===== src/rtl/holdarb_pkg.sv =====
package holdarb_pkg;

  typedef enum logic [2:0] {
    TS_IDLE = 3'd0,
    TS_T1   = 3'd1,
    TS_T2   = 3'd2,
    TS_T3   = 3'd3,
    TS_T4   = 3'd4
  } tstate_e;

  // strobes from control to datapath, one clock wide each
  typedef struct packed {
    logic startCycle;  // next state is T1, consumes the pending request
    logic grantBus;    // hand the bus to the DMA master
    logic dropGrant;   // take the bus back
    logic lockNext;    // back-to-back cycle committed at end of T3
    logic clearLock;   // end of T4 retires the commit
  } seqStrobes_t;

endpackage


===== src/rtl/hold_seq_ctrl.sv =====
module hold_seq_ctrl
  import holdarb_pkg::*;
(
  input  logic        clk,
  input  logic        rstN,
  input  logic        holdReq,
  input  logic        pending,
  input  logic        committed,
  input  logic        holdSampled,
  input  logic        holdAck,
  output tstate_e     tState,
  output seqStrobes_t strobes
);

  tstate_e stateNext;
  logic    inIdle;
  logic    inT3;
  logic    inT4;

  assign inIdle = (tState == TS_IDLE);
  assign inT3   = (tState == TS_T3);
  assign inT4   = (tState == TS_T4);

  always_comb begin
    strobes = '0;
    // a pending request in idle outranks hold; at T4 a commit outranks hold
    strobes.grantBus = !holdAck && holdReq &&
                       ((inIdle && !pending) || (inT4 && !committed));
    strobes.startCycle = (inIdle && !holdAck && pending) ||
                         (inT4 && committed) ||
                         (inT4 && !committed && !holdReq && pending);
    strobes.dropGrant = holdAck && !holdReq;
    // hold seen by the end of T2 (holdSampled) vetoes the lock
    strobes.lockNext  = inT3 && pending && !holdSampled;
    strobes.clearLock = inT4;
  end

  always_comb begin
    stateNext = tState;
    unique case (tState)
      TS_IDLE: stateNext = strobes.startCycle ? TS_T1 : TS_IDLE;
      TS_T1:   stateNext = TS_T2;
      TS_T2:   stateNext = TS_T3;
      TS_T3:   stateNext = TS_T4;
      TS_T4:   stateNext = strobes.startCycle ? TS_T1 : TS_IDLE;
      default: stateNext = TS_IDLE;
    endcase
  end

  always_ff @(posedge clk) begin
    if (!rstN) tState <= TS_IDLE;
    else       tState <= stateNext;
  end

endmodule


===== src/rtl/hold_seq_dp.sv =====
module hold_seq_dp
  import holdarb_pkg::*;
#(
  parameter int                  STATUS_W   = 4,
  parameter logic [STATUS_W-1:0] GRANT_FILL = '1
) (
  input  logic                clk,
  input  logic                rstN,
  input  logic                holdReq,
  input  logic                cycReq,
  input  seqStrobes_t         strobes,
  input  tstate_e             tState,
  output logic                pending,
  output logic                committed,
  output logic                holdSampled,
  output logic                holdAck,
  output logic                busDriveEn,
  output logic [STATUS_W-1:0] status
);

  localparam int FIELD_W = 4;

  logic [FIELD_W-1:0] fieldBits;

  always_ff @(posedge clk) begin
    if (!rstN) begin
      pending     <= 1'b0;
      committed   <= 1'b0;
      holdSampled <= 1'b0;
      holdAck     <= 1'b0;
      busDriveEn  <= 1'b1;
    end else begin
      pending     <= (pending && !strobes.startCycle) || cycReq;
      holdSampled <= holdReq;
      if (strobes.lockNext)       committed <= 1'b1;
      else if (strobes.clearLock) committed <= 1'b0;
      if (strobes.grantBus)       holdAck <= 1'b1;
      else if (strobes.dropGrant) holdAck <= 1'b0;
      // drivers come back one clock after the acknowledge falls
      busDriveEn <= !strobes.grantBus && !holdAck;
    end
  end

  assign fieldBits = {tState == TS_T1, pending, committed, tState != TS_IDLE};

  generate
    if (STATUS_W > FIELD_W) begin : g_wide
      always_comb begin
        status = holdAck ? GRANT_FILL
                         : {{(STATUS_W-FIELD_W){1'b0}}, fieldBits};
      end
    end else begin : g_exact
      always_comb begin
        status = holdAck ? GRANT_FILL : fieldBits[STATUS_W-1:0];
      end
    end
  endgenerate

endmodule


===== src/rtl/bus_hold_arbiter.sv =====
module bus_hold_arbiter
  import holdarb_pkg::*;
#(
  parameter int                  STATUS_W   = 4,
  parameter logic [STATUS_W-1:0] GRANT_FILL = '1
) (
  input  logic                clk,
  input  logic                rstN,
  input  logic                holdReq,
  input  logic                cycReq,
  output logic                holdAck,
  output logic                busDriveEn,
  output logic [2:0]          tState,
  output logic [STATUS_W-1:0] status
);

  tstate_e     seqState;
  seqStrobes_t seqStrobes;
  logic        pendingFlag;
  logic        commitFlag;
  logic        holdSampledFlag;

  hold_seq_ctrl u_ctrl (
    .clk         (clk),
    .rstN        (rstN),
    .holdReq     (holdReq),
    .pending     (pendingFlag),
    .committed   (commitFlag),
    .holdSampled (holdSampledFlag),
    .holdAck     (holdAck),
    .tState      (seqState),
    .strobes     (seqStrobes)
  );

  hold_seq_dp #(
    .STATUS_W   (STATUS_W),
    .GRANT_FILL (GRANT_FILL)
  ) u_dp (
    .clk         (clk),
    .rstN        (rstN),
    .holdReq     (holdReq),
    .cycReq      (cycReq),
    .strobes     (seqStrobes),
    .tState      (seqState),
    .pending     (pendingFlag),
    .committed   (commitFlag),
    .holdSampled (holdSampledFlag),
    .holdAck     (holdAck),
    .busDriveEn  (busDriveEn),
    .status      (status)
  );

  assign tState = seqState;

endmodule


===== config.mk =====
export PLATFORM = sky130hd
export DESIGN_NAME = bus_hold_arbiter
export DESIGN_NICKNAME = d
export VERILOG_FILES = /design/src/rtl/holdarb_pkg.sv /design/src/rtl/hold_seq_ctrl.sv /design/src/rtl/hold_seq_dp.sv /design/src/rtl/bus_hold_arbiter.sv
export SDC_FILE = /design/constraint.sdc
export NUM_CORES = 1
export LEC_CHECK = 0
export BUFFER_PORTS_ARGS = -buffer_cell sky130_fd_sc_hd__buf_2
export CAP_MARGIN = 5
export CORE_AREA = 4 4 41 43
export CTS_CLUSTER_SIZE = 14
export DETAILED_ROUTE_END_ITERATION = 6
export DIE_AREA = 0 0 45 47
export PLACE_DENSITY = 0.6
export SYNTH_ARGS = -nofsm -noshare
export SYNTH_HDL_FRONTEND = slang
export SYNTH_SLANG_ARGS = --single-unit

===== constraint.sdc =====
create_clock -name clk -period 1.4 [get_ports clk]
set_clock_uncertainty 0.2 [all_clocks]
set_input_delay 0.14 -clock clk [delete_from_list [all_inputs] [get_ports clk]]
set_output_delay 0.14 -clock clk [all_outputs]
set_load 0.05 [all_outputs]

==> flow_metrics.env, run 1 <==
export IMPL_io_pins=13
export IMPL_cts_max_level=1
export IMPL_relSlewSlack_pct=84.1
export IMPL_synth_seq_cells=8
export IMPL_initial_core_util_pct=28.0
export IMPL_die_h_um=47
export IMPL_finalHoldViolCount=0
export IMPL_cp_end_kind="output port"
export IMPL_drc=0
export IMPL_grt_overflow=0
export IMPL_drt_wl_total_mm=1.10
export IMPL_fin_hold_ws_ns=0.318
export IMPL_fin_crit_ns=1.67
export IMPL_numCtsBuffers=3
export IMPL_drtIter0Drc=10
export IMPL_slew_viol_final=0
export IMPL_p_seq_share_pct=26.5
export IMPL_coreArea_um2=1300
export IMPL_die_area_um2=2120
export IMPL_die_w_um=45
export IMPL_cts_sinks=8
export IMPL_crit_slowest_cell="or4_4"
export IMPL_syn_inst=38
export IMPL_crit_arrival_ns=1.33
export IMPL_path_buf_inv=1
export IMPL_clk_insertion_delay_late_ns=0.25
export IMPL_path_cells="or4_4 -> buf_8"
export IMPL_max_cap_violations=0
export IMPL_antenna_found_initial=0
export IMPL_grtUsageTotal_pct=11.7
export IMPL_cp_top_family="simple AND/OR/NAND/NOR gates"
export IMPL_drive_above_1_share_pct=62.3
export IMPL_status="finished with violations"
export IMPL_syn_to_final_growth_pct=97.3
export IMPL_power_mw=1.02
export IMPL_utilization_pct=55.2
export IMPL_synth_edff_count=0
export IMPL_clock_power_share_pct=18.9
export IMPL_required_ns=1.06
export IMPL_synth_area_um2=364
export IMPL_violations="setup timing"
export IMPL_antenna_diode_count=0
export IMPL_setup_slack_ns=-0.273
export IMPL_irDropWorstVdd_uv=781
export IMPL_ys_warnings_count=0
export IMPL_routabilityCongestion=0.716
export IMPL_rsz0062_at_grt="true"
export IMPL_period_share_pct=120
export IMPL_vias_per_cell=4.52
export IMPL_dp_hpwl_um=638
export IMPL_grt_pass1_vias=365
export IMPL_synth_fp_nets=42
export IMPL_post_place_ws_ns=-0.0426
export IMPL_setup_viol=8
export IMPL_numPortBuffers=12
export IMPL_startpoint_type="flip-flop"
export IMPL_crit_type="flip-flop to output port"
export IMPL_fillers=122
export IMPL_grt_start_max_net_pins=10
export IMPL_power_internal_mw=0.627
export IMPL_antenna_left=0
export IMPL_clock_tree_root_cell="clkbuf_4"
export IMPL_grt_pass1_wl_mm=1.73
export IMPL_hp_class="flip-flop to flip-flop"
export IMPL_rrSetupSlack_ns=-0.11
export IMPL_dr_pass1_iters=4
export IMPL_tightest_slew_ns=0.236
export IMPL_p_sw_share_pct=38.3
export IMPL_power_switching_mw=0.390
export IMPL_power_density_nw_per_um2=1420
export IMPL_path_max_fanout=3
export IMPL_ys_flop_type="dfxtp_1"
export IMPL_fmax_mhz=598
export IMPL_seq_area_frac_synth_pct=44.0
export IMPL_wire_per_inst_um=13.1
export IMPL_cts_tree="done"
export IMPL_pwr_share_comb_pct=54.6
export IMPL_avgSynthCellArea_um2=9.58
export IMPL_p_leak_nw=0.321
export IMPL_synth_async_reset_ratio_pct=0
export IMPL_clockBufferDepth=2
export IMPL_fin_nets=74
export IMPL_synth_distinct_cells=25
export IMPL_clk_pin_slew_ns=0.06
export IMPL_num_vias=380
export IMPL_max_stage_delay_ns=0.56
export IMPL_row_count=13
power groups by stage:
stage	clock (mW)	combinational (mW)	sequential (mW)
floorplan	0	0.213	0.340
global placement	0	0.379	0.273
detailed placement	0	0.378	0.274
CTS	0.197	0.456	0.269
global route	0.212	0.584	0.272
finish	0.193	0.555	0.270
per-stage QoR:
| stage | cells | setup TNS [ns] | area (um^2) |
|---|---|---|---|
| after floorplan | 38 | -0.631 | 384 |
| after global placement | 70 | -0.0414 | 509 |
| after detailed placement | 70 | -0.0426 | 509 |
| after CTS | 79 | -0.393 | 632 |
| after global routing | 84 | -1.10 | 718 |
| final | 84 | -0.745 | 718 |
cell usage in the layout (no fill, tap or decap), types with 3 or more instances in the layout:
cell / count
buf_2: 5
buf_8: 4
dfxtp_2: 3
buf_4: 11
buf_6: 4
clkbuf_4: 4
dlygate4sd3_1: 3
dfxtp_4: 3
synthesized netlist by cell type (2+ instances only):
master / number / area [um^2]
dfxtp_1: 8 / 160
or2_2: 2 / 12.5
o21a_1: 2 / 15.0
nor2_1: 2 / 7.51
nor2b_1: 2 / 12.5
nor3b_1: 2 / 15.0
o21ai_0: 2 / 10.0
sequential cells by signal (all words and copies together), names as in the netlist:
register,flops
u_dp.committed,1
u_dp.holdSampled,1
u_ctrl.tState,3
u_dp.holdAck,1
u_dp.pending,1
u_dp.busDriveEn,1
path summary, 6_finish.rpt:
kind | start | end | cells after the start
max reg2reg | u_ctrl.tState[0] | u_ctrl.tState[0] | 4
min | u_dp.committed | u_dp.committed | 2
max | u_ctrl.tState[0] | status[0] | 2
min reg2reg | u_dp.committed | u_dp.committed | 2
layer usage:
| layer | wire [um] | global-route usage (%) |
|---|---|---|
| met3 | 58 | 3.83 |
| met2 | 549 | 18.9 |
| met1 | 494 | 14.8 |
| met5 | 0 | 0 |
| met4 | 0 | 3.51 |
cells by family (layout without fill, tap and decap cells):
kind of cell              count (synthesis)  in the layout  synth area share, %
and+or+nand+nor                          17             17                 30.6
AOI/OAI and AO/OA                         9              9                 17.5
DFF                                       8              8                 44.0
buffers and inverters                     3             34                 5.50
xor gates and xnor gates                  1              1                 2.41
worst reg2reg max path, delay by kind of cell (launching register included):
kind                   cells  cell delay [ns]
AO/OA/AOI/OAI              1             0.11
buffers and inverters      1             0.17
flip-flops                 1             0.35
AND/OR/NAND/NOR            2             0.63
cell type report:
cell class              instances  area, um^2  share of cell area [%]
clock buffers                   4        26.3                    3.66
well taps                      15        18.8                    2.61
multi-input cells              27         224                    31.2
inverters                       1        3.75                   0.523
flip-flops and latches          8         175                    24.4
repair buffers                 29         270                    37.6
what timing repair did:
action | in CTS | in global routing
cloned | 0 | 0
endpoints found under the setup margin | 4 | 11
buffers inserted | 4 | 5
hold buffers | 3 | 0
resized for setup | 20 | 10
endpoints found under the hold margin | 2 | 0
pin swaps | 4 | 3
Power figures use the tool's default switching activity.
==> inputs of run 2 (changes only) <==
- CORE_AREA: 4 4 41 43 -> 2 2 39 41
- DIE_AREA: 0 0 45 47 -> 0 0 41 43
==> run 2 against run 1 <==
Net effect: the run still ends with setup timing left; worst hold slack improved by 0.0024 ns; critical endpoint unchanged; cell area is 7.5% lower; critical path type unchanged; count of clock-buffer cells in the layout unchanged.
==> flow_metrics.env, run 2 (same netlist as run 1, synthesis figures left out) <==
export IMPL_status="finished with violations"
export IMPL_violations="setup timing"
export IMPL_globalRouteMet1Util_pct=15.5
export IMPL_finalHoldViolCount=0
export IMPL_clock_tree_root_cell="clkbuf_4"
export IMPL_num_vias=374
export IMPL_syn_to_final_growth_pct=82.5
export IMPL_r2r_end="u_ctrl.tState[0]"
export IMPL_clockBufferDepth=2
export IMPL_power_density_nw_per_um2=1460
export IMPL_irDropWorstVdd_uv=796
export IMPL_cts_sinks=8
export IMPL_drc=0
export IMPL_drt_wl_total_um=942
export IMPL_use_met3_pct=8.38
export IMPL_die_w_um=41
export IMPL_max_cap_violations=0
export IMPL_p_leak_nw=0.300
export IMPL_setup_viol=6
export IMPL_hold_depth=1
export IMPL_wire_per_inst_um=11.3
export IMPL_mostFrequentLayoutCells="buf_4 (9), buf_2 (7), buf_6 (4), dfxtp_1 (4)"
export IMPL_drtIter0Drc=6
export IMPL_cp_end_kind="output port"
export IMPL_die_h_um=43
export IMPL_rsz0062_at_grt="true"
export IMPL_setup_slack_ns=-0.236
export IMPL_initial_core_util_pct=26.3
export IMPL_fin_hold_ws_ns=0.321
export IMPL_reg2reg_from="u_ctrl.tState[0]"
export IMPL_crit_arrival_ns=1.30
export IMPL_tightest_slew_ns=0.287
export IMPL_antenna_found_initial=0
export IMPL_rr_worst_depth=5
export IMPL_clk_insertion_delay_late_ns=0.25
export IMPL_holdPathEnd="u_ctrl.tState[0]"
export IMPL_io_pins=13
export IMPL_rrSetupSlack_ns=-0.17
export IMPL_hp_class="flip-flop to flip-flop"
export IMPL_final_instance_count_excl_fill=83
export IMPL_utilization_pct=48.0
export IMPL_antenna_diode_count=0
export IMPL_dp_hpwl_um=650
export IMPL_final_common_cell="buf_4"
export IMPL_fin_nets=72
export IMPL_crit_type="flip-flop to output port"
export IMPL_critPathLaunch="u_ctrl.tState[0]"
export IMPL_required_ns=1.06
export IMPL_routabilityCongestion=0.656
export IMPL_top_register="u_ctrl.tState"
export IMPL_coreArea_um2=1380
export IMPL_clk_pin_slew_ns=0.05
export IMPL_die_area_um2=1760
export IMPL_fmax_mhz=611
export IMPL_hp_start="u_ctrl.tState[1]"
export IMPL_period_share_pct=117
export IMPL_grt_pass1_vias=324
export IMPL_drive_above_1_share_pct=55.2
export IMPL_grtUsageTotal_pct=12.8
export IMPL_cts_tree="done"
export IMPL_largest_reg_flops=3
export IMPL_numCtsBuffers=3
export IMPL_relSlewSlack_pct=80.8
export IMPL_antenna_left=0
export IMPL_startpoint_type="flip-flop"
export IMPL_grt_overflow=0
export IMPL_use_met2_pct=16.9
export IMPL_vias_per_cell=4.51
export IMPL_dp_cells=74
export IMPL_fin_crit_ns=1.64
export IMPL_dr_pass1_iters=2
export IMPL_row_count=14
export IMPL_path_max_fanout=2
export IMPL_slew_viol_final=0
export IMPL_power_mw=0.972
export IMPL_cts_max_level=1
export IMPL_grt_start_max_net_pins=9
export IMPL_numPortBuffers=12
export IMPL_busiest_layer="met2"
export IMPL_grt_pass1_wl_mm=1.41
-- run 2: critical path, stage by stage (launching register included) --
cell and delay (ns):
dfxtp_4 0.34, or4_4 0.53, buf_8 0.17
-- run 2: area by class of cell --
class,instances,area (um^2)
timing repair buffer,27,243
clock buffer,4,26.3
inverter,1,3.75
multi-input combinational,27,199
tap,16,20.0
sequential,8,173
fill,127,719
-- run 2: worst max path at each step --
stage,to,slack [ns],cells after the start
floorplan,u_ctrl.tState[0],-0.26,4
global placement,status[0],-0.03,2
detailed placement,status[0],-0.04,2
CTS,status[0],-0.24,2
global route,status[0],-0.27,2
finish,status[0],-0.24,2
-- run 2: report_power, final --
| group | internal, mW | switching [mW] |
|---|---|---|
| clock network | 0.109 | 0.0795 |
| registers | 0.254 | 0.0154 |
| logic | 0.243 | 0.271 |
-- run 2: what timing repair did --
action / CTS / global route
pin swaps: 1 / 0
hold buffers: 3 / 0
endpoints found under the hold margin: 3 / 0
gates resized for setup: 14 / 4
setup endpoints to repair: 5 / 9
setup buffers: 1 / 1
-- run 2: through the flow --
step | area (um^2) | setup TNS (ns) | setup slack, ns
finish | 664 | -0.727 | -0.236
global route | 664 | -0.933 | -0.268
CTS | 641 | -0.605 | -0.243
detailed placement | 533 | -0.0412 | -0.0412
global placement | 533 | -0.0328 | -0.0328
floorplan | 384 | -0.631 | -0.261
-- run 2: routing by layer --
metal | part of all wire, % | vias to the layer above
met5 | 0 | -
met4 | 0 | 0
met3 | 6.2 | 0
met2 | 51 | 11
met1 | 43 | 170
li1 | - | 193
==> inputs of run 3 (changes only) <==
- ABC_AREA: default -> 1
- PLACE_DENSITY: 0.6 -> 0.61
- RECOVER_POWER: default -> 50
==> run 3 against run 2 <==
Net effect: the flow now finishes without violations; critical endpoint is now status[3]; first-iteration DRC count increased by 17%; fmax grew 18%; cell count is 7.2% higher; highest routed layer is now met4; routed wire length up 1.2%; flip-flop and latch count unchanged; synthesized area up 2.4%; count of clock-buffer cells in the layout unchanged; non-clock buffer count decreased by 8; total power fell by 20%; utilization shrank 3.8 points; die area did not move.
==> flow_metrics.env, run 3 <==
export IMPL_irDropWorstVdd_uv=468
export IMPL_clock_tree_root_cell="clkbuf_4"
export IMPL_mostFrequentLayoutCells="nand2_1 (13), inv_1 (6), buf_2 (6)"
export IMPL_wire_per_inst_um=10.7
export IMPL_slew_viol_final=0
export IMPL_syn_inst=50
export IMPL_die_w_um=41
export IMPL_clk_pin_slew_ns=0.05
export IMPL_grt_overflow=0
export IMPL_coreArea_um2=1380
export IMPL_crit_arrival_ns=1.05
export IMPL_relSlewSlack_pct=81.5
export IMPL_initial_core_util_pct=26.9
export IMPL_path_max_fanout=6
export IMPL_setup_slack_ns=0.0131
export IMPL_ys_flop_type="dfxtp_1"
export IMPL_finalHoldViolCount=0
export IMPL_die_area_um2=1760
export IMPL_max_cap_violations=0
export IMPL_drtIter0Drc=7
export IMPL_crit_type="flip-flop to output port"
export IMPL_antenna_left=0
export IMPL_row_count=14
export IMPL_status="complete, no violations"
export IMPL_clockBufferDepth=2
export IMPL_numCtsBuffers=3
export IMPL_cts_tree="done"
export IMPL_dp_hpwl_um=625
export IMPL_setup_viol=0
export IMPL_synth_fp_nets=54
export IMPL_largest_reg_flops=3
export IMPL_post_place_ws_ns=0.103
export IMPL_antenna_diode_count=0
export IMPL_synth_async_reset_ratio_pct=0
export IMPL_rsz0062_at_grt="true"
export IMPL_dr_pass1_iters=4
export IMPL_drt_wl_total_um=953
export IMPL_avgSynthCellArea_um2=7.46
export IMPL_synth_edff_count=0
export IMPL_synth_seq_cells=8
export IMPL_power_density_nw_per_um2=1270
export IMPL_holdPathEnd="u_dp.committed"
export IMPL_netlist_area_leader_share_pct=43.0
export IMPL_vias_per_cell=4.55
export IMPL_hold_depth=2
export IMPL_reg2reg_from="u_ctrl.tState[0]"
export IMPL_synthTopCellsByArea="dfxtp_1 (43%), nand2_1 (13%), inv_1 (8.1%), nand2_2 (5.0%), nand3_1 (4.0%)"
export IMPL_cp_end_kind="output port"
export IMPL_grt_pass1_wl_mm=1.48
export IMPL_synthMostInstantiatedCell="nand2_1"
export IMPL_hp_class="flip-flop to flip-flop"
export IMPL_cts_sinks=8
export IMPL_drive_above_1_share_pct=53.4
export IMPL_synth_area_um2=373
export IMPL_grt_pass1_vias=355
export IMPL_fmax_mhz=721
export IMPL_ys_warnings_count=0
export IMPL_synth_distinct_cells=16
export IMPL_die_h_um=43
export IMPL_fin_crit_ns=1.39
export IMPL_numPortBuffers=12
export IMPL_drc=0
export IMPL_period_share_pct=99.1
export IMPL_fin_hold_ws_ns=0.316
export IMPL_r2r_end="u_dp.busDriveEn"
export IMPL_top_register="u_ctrl.tState"
export IMPL_hp_start="u_dp.holdSampled"
export IMPL_rr_worst_depth=7
export IMPL_clk_insertion_delay_late_ns=0.26
export IMPL_tightest_slew_ns=0.278
export IMPL_p_leak_nw=0.312
export IMPL_routabilityCongestion=0.745
export IMPL_cts_max_level=1
export IMPL_grt_start_max_net_pins=7
export IMPL_required_ns=1.06
export IMPL_io_pins=13
export IMPL_yosysTopAreaCell="dfxtp_1"
export IMPL_synthTopCellsByCount="nand2_1 (13), dfxtp_1 (8), inv_1 (8)"
export IMPL_seq_area_frac_synth_pct=43.0
export IMPL_startpoint_type="flip-flop"
export IMPL_final_common_cell="nand2_1"
export IMPL_grtUsageTotal_pct=12.9
export IMPL_rrSetupSlack_ns=0.13
export IMPL_antenna_found_initial=0
export IMPL_fin_nets=78
export IMPL_syn_to_final_growth_pct=64.1
export IMPL_num_vias=405
==> run 3: cell types whose count changed in the layout (fill, tap and decap cells not counted), moves of 2 or more <==
| cell | before | now |
|---|---|---|
| inv_1 | 1 | 6 |
| o21a_1 | 2 | 0 |
| nor3b_1 | 2 | 0 |
| clkbuf_2 | 0 | 2 |
| buf_4 | 9 | 4 |
| inv_2 | 0 | 3 |
| nor2b_1 | 2 | 0 |
| nand2_1 | 1 | 13 |
| buf_8 | 3 | 1 |
| buf_6 | 4 | 2 |
| nand2_2 | 0 | 3 |
| nand3_1 | 0 | 2 |
==> run 3: how the worst max path moves through the flow <==
stage | end | cells past startpoint | slack [ns] | startpoint
2_1_floorplan | status[3] | 2 | -0.02 | u_ctrl.tState[0]
3_3_place_gp | status[3] | 3 | 0.15 | u_ctrl.tState[0]
5_1_grt | status[3] | 2 | -0.04 | u_ctrl.tState[1]
3_5_place_dp | status[0] | 3 | 0.10 | u_ctrl.tState[1]
4_1_cts | status[3] | 2 | 0.0006 | u_ctrl.tState[1]
6_report | status[3] | 2 | 0.01 | u_ctrl.tState[1]
==> run 3: report_power, final <==
part           total (mW)  internal, mW  leakage, nW  switching (mW)
Clock               0.198         0.109       0.0150          0.0884
Sequential          0.266         0.247       0.0686          0.0196
Combinational       0.314         0.115        0.229           0.199
==> run 3: area by class of cell <==
cell class,instances,area (um^2)
Tap cell,16,20.0
Clock buffer,4,26.3
Multi-Input combinational cell,32,206
Fill cell,145,772
Inverter,10,40.0
Timing Repair Buffer,19,145
Sequential cell,8,174
==> run 3: critical path, cell delays in order (launching register included) <==
cell	delay, ns
dfxtp_4	0.37
o31ai_4	0.24
buf_6	0.18
==> run 3: routing by layer <==
layer | up-vias | part of all wire (%) | GRT usage [%]
met5 | - | 0 | 0
met3 | 2 | 5.1 | 3.14
met1 | 187 | 45 | 16.8
met4 | 0 | 0.94 | 10.0
li1 | 205 | - | -
met2 | 11 | 49 | 17.2
==> run 3: what timing repair did <==
item	in CTS	in global routing
endpoints found under the hold margin	5	0
pin swaps	2	0
setup buffers	4	0
resized for setup	14	3
hold buffers	3	0
endpoints found under the setup margin	4	3
==> run 3: stage by stage <==
stage / total power, mW / setup TNS [ns] / util (%) / cell area (um^2) / cells
6_report: 0.778 / 0 / 44.2 / 612 / 89
5_1_grt: 0.819 / -0.0438 / 44.2 / 612 / 89
4_1_cts: 0.781 / 0 / 43.9 / 608 / 89
3_5_place_dp: 0.520 / 0 / 35.2 / 487 / 78
3_3_place_gp: 0.518 / 0 / 35.2 / 487 / 78
2_1_floorplan: 0.471 / -0.0241 / - / 407 / 50
==> run 3: cell families after synthesis <==
| group | synth area share [%] |
|---|---|
| and+or+nand+nor | 36.2 |
| buffers and inverters | 10.1 |
| DFF | 43.0 |
| AOI/OAI and AO/OA | 10.7 |
